## src/rtl/qmul_pkg.sv

```systemverilog
// Package qmul_pkg
// Shared types for the fixed-point multiplier pipeline.
// Assumes nothing beyond a standard two's complement datapath.
package qmul_pkg;

    // Which end of the range, if any, the result was clamped to.
    typedef enum logic [1:0] {
        CLAMP_NONE = 2'd0,
        CLAMP_HIGH = 2'd1,
        CLAMP_LOW  = 2'd2
    } clamp_kind_e;

endpackage

```

## src/rtl/qmul_prod_stage.sv

```systemverilog
// Module qmul_prod_stage
// First pipeline stage. Forms the exact double-width signed product of
// two operands and adds the half-LSB rounding bias.
// Assumes FRAC_BITS >= 1, so the bias is a whole power of two. The top
// checks this at elaboration.
module qmul_prod_stage #(
    parameter int DATA_W    = 16,
    parameter int FRAC_BITS = 8
) (
    input  logic                       clk,
    input  logic                       rst_n,
    input  logic                       take_i,
    input  logic signed [DATA_W-1:0]   a_i,
    input  logic signed [DATA_W-1:0]   b_i,
    output logic                       vld_o,
    output logic signed [2*DATA_W-1:0] sum_o
);
    localparam int PROD_W = 2 * DATA_W;
    localparam logic signed [PROD_W-1:0] ROUND_BIAS =
        {{(PROD_W-1){1'b0}}, 1'b1} << (FRAC_BITS - 1);

    logic signed [PROD_W-1:0] a_ext;
    logic signed [PROD_W-1:0] b_ext;
    logic signed [PROD_W-1:0] prod;

    // Sign-extend both operands and form the lossless product plus bias.
    always_comb begin
        a_ext = PROD_W'(a_i);
        b_ext = PROD_W'(b_i);
        prod  = a_ext * b_ext;
    end

    // Valid bit: cleared by reset, set on every accepted pair.
    always_ff @(posedge clk) begin
        if (!rst_n) vld_o <= 1'b0;
        else        vld_o <= take_i;
    end

    // Data register: holds the biased product; it needs no reset.
    always_ff @(posedge clk) begin
        if (take_i) sum_o <= prod + ROUND_BIAS;
    end

endmodule

```

## src/rtl/qmul_scale_sat.sv

```systemverilog
// Module qmul_scale_sat
// Second pipeline stage. Shifts the biased product arithmetically right
// by FRAC_BITS and clamps the result to the signed DATA_W range.
// Assumes the input already carries the rounding bias.
module qmul_scale_sat
    import qmul_pkg::*;
#(
    parameter int DATA_W    = 16,
    parameter int FRAC_BITS = 8
) (
    input  logic                       clk,
    input  logic                       rst_n,
    input  logic                       vld_i,
    input  logic signed [2*DATA_W-1:0] sum_i,
    output logic                       vld_o,
    output logic        [DATA_W-1:0]   data_o,
    output logic                       sat_o
);
    localparam int PROD_W = 2 * DATA_W;
    localparam logic signed [PROD_W-1:0] HI_LIM =
        (PROD_W)'((64'sd1 <<< (DATA_W - 1)) - 64'sd1);
    localparam logic signed [PROD_W-1:0] LO_LIM = -HI_LIM - 1;
    localparam logic [DATA_W-1:0] HI_WORD = {1'b0, {(DATA_W-1){1'b1}}};
    localparam logic [DATA_W-1:0] LO_WORD = {1'b1, {(DATA_W-1){1'b0}}};

    logic signed [PROD_W-1:0] scaled;
    clamp_kind_e              kind;
    logic        [DATA_W-1:0] clamped;

    // Rescale, then classify the result against the output range.
    always_comb begin
        scaled = sum_i >>> FRAC_BITS;
        if (scaled > HI_LIM)      kind = CLAMP_HIGH;
        else if (scaled < LO_LIM) kind = CLAMP_LOW;
        else                      kind = CLAMP_NONE;
    end

    // Select the clamp value or the low bits of the rescaled result.
    always_comb begin
        case (kind)
            CLAMP_HIGH: clamped = HI_WORD;
            CLAMP_LOW:  clamped = LO_WORD;
            default:    clamped = scaled[DATA_W-1:0];
        endcase
    end

    // Valid bit: cleared by reset, follows stage one.
    always_ff @(posedge clk) begin
        if (!rst_n) vld_o <= 1'b0;
        else        vld_o <= vld_i;
    end

    // Result and clamp flag registers.
    always_ff @(posedge clk) begin
        if (vld_i) begin
            data_o <= clamped;
            sat_o  <= (kind != CLAMP_NONE);
        end
    end

    // A clamped result must be one of the two range ends.
    assert_sat_value_R5: assert property (@(posedge clk) disable iff (!rst_n)
        (vld_o && sat_o) |-> (data_o == HI_WORD || data_o == LO_WORD));

endmodule

```

## src/rtl/qmul_round_sat.sv

```systemverilog
// Module qmul_round_sat
// Top level. Provides the input handshake and chains the product stage
// with the rescale-and-clamp stage. Latency is two cycles and the
// pipeline never stalls.
// Assumes 1 <= FRAC_BITS <= DATA_W-1.
module qmul_round_sat #(
    parameter int DATA_W    = 16,
    parameter int FRAC_BITS = 8
) (
    input  logic              clk,
    input  logic              rst_n,
    input  logic              in_valid,
    output logic              in_ready,
    input  logic [DATA_W-1:0] in_a,
    input  logic [DATA_W-1:0] in_b,
    output logic              out_valid,
    output logic [DATA_W-1:0] out_data,
    output logic              out_sat
);
    localparam int PROD_W = 2 * DATA_W;

    // reject a fractional bit count outside the usable range.
    if (FRAC_BITS < 1 || FRAC_BITS > DATA_W - 1) begin : g_bad_frac
        $error("FRAC_BITS must lie in 1..DATA_W-1");
    end

    logic                     take;
    logic                     s1_vld;
    logic signed [PROD_W-1:0] s1_sum;

    // Ready goes high on the first edge out of reset.
    always_ff @(posedge clk) begin
        if (!rst_n) in_ready <= 1'b0;
        else        in_ready <= 1'b1;
    end

    assign take = in_valid && in_ready;

    qmul_prod_stage #(.DATA_W(DATA_W), .FRAC_BITS(FRAC_BITS)) u_prod (
        .clk   (clk),
        .rst_n (rst_n),
        .take_i(take),
        .a_i   ($signed(in_a)),
        .b_i   ($signed(in_b)),
        .vld_o (s1_vld),
        .sum_o (s1_sum)
    );

    qmul_scale_sat #(.DATA_W(DATA_W), .FRAC_BITS(FRAC_BITS)) u_scale (
        .clk   (clk),
        .rst_n (rst_n),
        .vld_i (s1_vld),
        .sum_i (s1_sum),
        .vld_o (out_valid),
        .data_o(out_data),
        .sat_o (out_sat)
    );

    // Each result traces back to a pair taken two edges earlier.
    assert_latency_R2: assert property (@(posedge clk) disable iff (!rst_n)
        out_valid |-> $past(take, 2));

    // A filled stage one always moves into stage two.
    assert_pipe_advance_R2: assert property (@(posedge clk) disable iff (!rst_n)
        s1_vld |=> out_valid);

    // The result sign follows the sign of the biased product.
    assert_sign_match_R3: assert property (@(posedge clk) disable iff (!rst_n)
        out_valid |-> (out_data[DATA_W-1] == $past(s1_sum[PROD_W-1])));

    // Once raised, ready stays high until reset.
    assert_ready_hold_R8: assert property (@(posedge clk) disable iff (!rst_n)
        in_ready |=> in_ready);

endmodule

```

## config.mk

```make
export PLATFORM = sky130hd
export DESIGN_NAME = qmul_round_sat
export DESIGN_NICKNAME = d
export VERILOG_FILES = /design/src/rtl/qmul_pkg.sv /design/src/rtl/qmul_prod_stage.sv /design/src/rtl/qmul_scale_sat.sv /design/src/rtl/qmul_round_sat.sv
export SDC_FILE = /design/constraint.sdc
export NUM_CORES = 1
export LEC_CHECK = 0
export ABC_AREA = 1
export BUFFER_PORTS_ARGS = -buffer_cell sky130_fd_sc_hd__buf_2
export CORE_MARGIN = 2
export CORE_UTILIZATION = 45
export CTS_CLUSTER_DIAMETER = 40
export CTS_CLUSTER_SIZE = 30
export DETAILED_ROUTE_END_ITERATION = 8
export SYNTH_ARGS = -nofsm -noshare
export SYNTH_HDL_FRONTEND = slang
export SYNTH_SLANG_ARGS = --single-unit
```

## constraint.sdc

```tcl
create_clock -name clk -period 10.4 [get_ports clk]
set_input_delay 3.12 -clock clk [delete_from_list [all_inputs] [get_ports clk]]
set_output_delay 3.12 -clock clk [all_outputs]
set_load 0.01 [all_outputs]
```

==> Word level (Yosys, flattened, before mapping) <==
Index checks and enable logic that the tools add are counted.
{ "op_classes": {"addsub": 1, "n_mul": 1, "div_mod_pow": 0, "magnitude_cmp": 2, "n_eq_ne": 2, "n_shift": 0, "n_mux": 4, "bitwise": 0, "n_reduce_logical": 2} }
{ "ops": {"columns": ["op", "count"], "rows": [
  ["$add 32x9->32 const B", 1],
  ["$mul 16x16->32", 1],
  ["$pmux 16 s2", 1],
  ["$gt 24x16->1 const B", 1],
  ["$lt 24x16->1 const B", 1],
  ["$mux 2", 2],
  ["$eq 2x1->1 const B", 1],
  ["$eq 2x2->1 const B", 1],
  ["$reduce_bool 2->1", 1],
  ["$logic_and 1x1->1", 1],
  ["$mux 1", 1]
]} }
{ "totals": {"ff_bits": 52, "latchBits": 0, "ram_bits": 0, "romBits": 0, "in_bits": 35, "output_inout_bits": 19, "elab_cells": 18, "memories": 0} }

==> Longest topological paths before layout <==
{ "depth": {"depth_word": 5, "depth_mapped": 29, "mapped_depth_nobuf": 27} }

==> Modules after synthesis <==
Synthesis repeated with hierarchy kept, for this count alone.
{ "hier_totals": {"hier_cells": 1595, "area_unflattened_um2": 12670.9} }
{ "by_module_without_submodules": {"columns": ["mod", "n_inst", "cells_each", "area_each_um2", "seq_area_each_um2"], "rows": [
  ["qmul_prod_stage", 1, 1523, 11881.4, 980.9],
  ["qmul_scale_sat", 1, 69, 762.0, 530.5],
  ["qmul_round_sat", 1, 3, 27.5, 20.0]
]} }

==> Worst setup path after synthesis <==
Ideal clock, no wire load.
{ "synth_timing": {"path_kind": "in2reg", "startpoint": "input in_b[12]", "endpoint": "register u_prod.sum_o[30], data pin", "setup_time_ns": 0.252, "arrival_time_ns": 8.190, "required_ns": 10.148, "setup_slack_ns": 1.958, "stages": 23, "n_path_buf": 2, "path_cell_list": "clkbuf_1 -> clkbuf_1 -> nand2_1 -> fa_1 -> inv_1 -> fa_1 -> inv_1 -> fa_1 -> inv_1 -> fa_1 -> fa_1 -> inv_1 -> fa_1 -> inv_1 -> ha_1 -> inv_1 -> o21ai_0 -> a21oi_1 -> nand2_1 -> a21oi_1 -> nand2_1 -> nand2_1 -> nand2_1"} }
{ "synth_between": {"elab_chain_cells": 2} }
{ "synth_lines": {"columns": ["item", "line_no", "text"], "rows": [
  ["start, declared", "qmul_round_sat.sv:15", "input logic [DATA_W-1:0] in_b,"],
  ["$mul 16x16->32", "qmul_prod_stage.sv:30", "prod = a_ext * b_ext;"],
  ["$add 32x9->32", "qmul_prod_stage.sv:41", "if (take_i) sum_o <= prod + ROUND_BIAS;"],
  ["end signal, assigned", "qmul_prod_stage.sv:41", null],
  ["end, declared", "qmul_prod_stage.sv:16", "output logic signed [2*DATA_W-1:0] sum_o"]
]} }
No other way between the ends.
A chain may end at the register's enable or synchronous reset.

==> Worst setup path after layout <==
{ "layout_timing": {"startpoint": "input in_a[15]", "endpoint": "register u_prod.sum_o[30], data pin"} }
{ "layout_between": {"elab_chain_cells": 2} }
{ "layout_lines": {"columns": ["item", "line_no", "text"], "rows": [
  ["start, declared", "qmul_round_sat.sv:14", "input logic [DATA_W-1:0] in_a,"],
  ["$mul 16x16->32", "qmul_prod_stage.sv:30", null],
  ["$add 32x9->32", "qmul_prod_stage.sv:41", null]
]} }
No other way between the ends.

==> key figures <==
Yosys
  • Seq/Total Area, Yosys: 0.1044
  • Post-Synth XOR/XNOR Area: 0.009210
  • Synth area leaders: fa_1 (42%), inv_1 (16%), nand2_1 (14%), edfxtp_1 (10%), ha_1 (7.8%)
  • Synth Net Count: 1984
  • Prevailing post-synth register cell: edfxtp_1
  • Leading area contributor after synthesis: fa_1
  • Post-synthesis simple-gate area fraction: 0.1820
  • Mapped cell area: 12360 um^2
  • Most common cell in the synthesized netlist: inv_1
  • Async SR Flop Fraction: 0
  • Mux contribution to synthesized area: 0
  • Yosys warning count: 0
  • Yosys top cell area share: 0.4242
  • Number of synthesized flops with an enable pin: 41
  • Cells after synthesis: 1610
  • Post-synthesis adder-cell area fraction: 0.5022
  • Main combinational cell family by area after synthesis: adder cells
  • Top cells by count, synth: inv_1 (534), nand2_1 (457), fa_1 (262)
  • Mapped Avg Cell Area: 7.679 um^2
  • Yosys reg bits: 44
  • Post-synthesis compound-gate area fraction: 0.02186
  • Yosys cell types: 27

Worst setup path
  • Startpoint Class: input port
  • Crit path launch: in_a[15]
  • Worst-path maximum fanout: 16
  • Endpoint class of the critical path: register
  • Kind of critical path: in2reg
  • Arrival time worst endpoint: 8.66 ns
  • Worst flop-to-flop path startpoint: u_prod.sum_o[26]$_DFFE_PP_
  • Req. time, crit path: 10.44 ns

Worst hold path
  • HP Class: reg2reg
  • Worst Hold Launch: in_ready$_DFF_P_

Placed design
  • Placer Congestion: 0.9094
  • Buffers added on ports: 53
  • Post-DP HPWL: 24360 um

CTS
  • Clock buffer depth: 2
  • CTS tree: done
  • CTS clock-pin slew for the worst setup and hold paths: 0.06 ns
  • Clk root buf: clkbuf_16
  • Num CTS Buffers: 5
  • Post-CTS Setup Bufs: 0
  • Max H-tree Level: 2
  • Hold buffer count at CTS: 0
  • Post-CTS Resized: 0
  • CTS sink cnt: 44
  • Worst-Skew Late Latency: 0.28 ns

Drt
  • Antenna Nets Post-Route: 0
  • DR vias/cell: 4.729
  • Drt drc: 0
  • Total detailed-routing wirelength: 28200 um
  • Drt pass-1 iters: 5
  • Iter 0 DRT Violations: 456
  • Wire per inst: 14.44 um
  • Vias: 9236

Timing
  • Fmax: 115.9 MHz
  • Unrepaired setup endpoints after global routing: false
  • Tcrit/Tclk final: 0.8293
  • Final hold violation count: 0
  • Setup tns final: 0 ns
  • Clock skew: 0.004420 ns
  • Setup violators final: 0
  • Slew Limit Headroom: 0.2533
  • Max Slew Vio Count: 0
  • Fin crit period: 8.625 ns
  • Least-Margin Pin Slew: 1.113 ns

Cells and area
  • Filler cell count: 2676
  • Multi-input logic area: 8842 um^2
  • Share of layout cells above drive strength 1: 0.04591
  • Seq. cell area: 1291 um^2
  • Area growth, synth to finish: 5.161%
  • ANT cells: 0
  • Fin util: 0.4824
  • Nets: 1985

Global routing
  • GRT overflow: 0
  • Initial antenna violation count: 0
  • First-pass GRT wire length: 48350 um
  • Total global-route track usage: 0.2127
  • Vias in the first global route: 9922
  • Largest net degree at the start of global routing: 25

Floorplanning
  • Die H: 169.8 um
  • # rows: 60
  • Initial Util: 0.4587
  • Die width: 169.8 um
  • Die Footprint: 28820 um^2
  • Top Ports: 54
  • Core ar.: 26950 um^2

Run status
  • Status: finished clean

Job
  • Maxcap violations: 0
[through the flow]
stage / setup slack, ns / hold slack [ns] / cell area, um^2 / cells
2_1_floorplan: 1.958 / 0.4758 / 12360 / 1610
3_3_place_gp: 1.485 / 0.4401 / 12830 / 1945
3_5_place_dp: 1.470 / 0.4480 / 12830 / 1945
4_1_cts: 1.764 / 0.4580 / 13000 / 1953
5_1_grt: 1.328 / 0.4721 / 13000 / 1953
6_report: 1.775 / 0.4543 / 13000 / 1953
[path summary, 6_finish.rpt]
check	endpoint	slack [ns]	depth (start not counted)
setup / recovery	u_prod.sum_o[30]$_DFFE_PP_	1.78	19
hold / removal	u_prod.vld_o$_SDFF_PN0_	0.45	2
setup reg to reg	u_scale.sat_o$_DFFE_PP_	8.60	3
hold reg to reg	u_prod.vld_o$_SDFF_PN0_	0.45	2
[flip-flops by register name, indices dropped and copies added, names as in the netlist]
name            flops
u_scale.sat_o       1
u_scale.data_o     16
u_scale.vld_o       1
in_ready            1
u_prod.vld_o        1
u_prod.sum_o       24
[critical path, cell delays in order]
cell and delay [ns]:
buf_2 0.28, nand2_1 0.15, inv_1 0.15, fa_1 0.55, fa_1 0.82, inv_1 0.15
fa_1 0.51, fa_1 0.57, fa_1 0.45, fa_1 0.50, inv_1 0.04, ha_1 0.39
nand2_1 0.12, nor2_1 0.24, nand2_1 0.14, nor3_1 0.16, nand2_1 0.16, nand3_1 0.10
nand2_1 0.06
[final cells by class]
type,count,area share
Multi-Input combinational cell,973,0.6801
Clock buffer,5,0.009624
Timing Repair Buffer,53,0.02040
Sequential cell,44,0.09932
Tap cell,341,0.03282
Inverter,534,0.1542
Clock inverter,3,0.003561
[cells in the final DEF (no fill, tap or decap), drive strengths merged, types with 13 or more instances in the layout]
master / synthesis / layout
a21oi: 30 / 30
o21ai: 18 / 18
fa: 262 / 262
inv: 534 / 535
nand3: 25 / 25
edfxtp: 41 / 41
xor2: 13 / 13
ha: 77 / 77
nor2: 59 / 59
buf: 4 / 53
nand2: 464 / 464
[cells by family after synthesis]
family                   count (synthesis)
XOR/XNOR                                13
AND/OR/NAND/NOR                        569
adder cells (fa/ha/maj)                339
flip-flops                              44
buffers and inverters                  593
AO/OA/AOI/OAI                           52
[routing by layer]
layer / track usage / share of wire
met2: 0.3972 / 0.52
met1: 0.2762 / 0.42
met3: 0.01563 / 0.040
met4: 0.03122 / 0.014
met5: 0 / 0
Power is not shown: default switching activity piles up to over one toggle a cycle in this logic, so the estimate is an artifact.
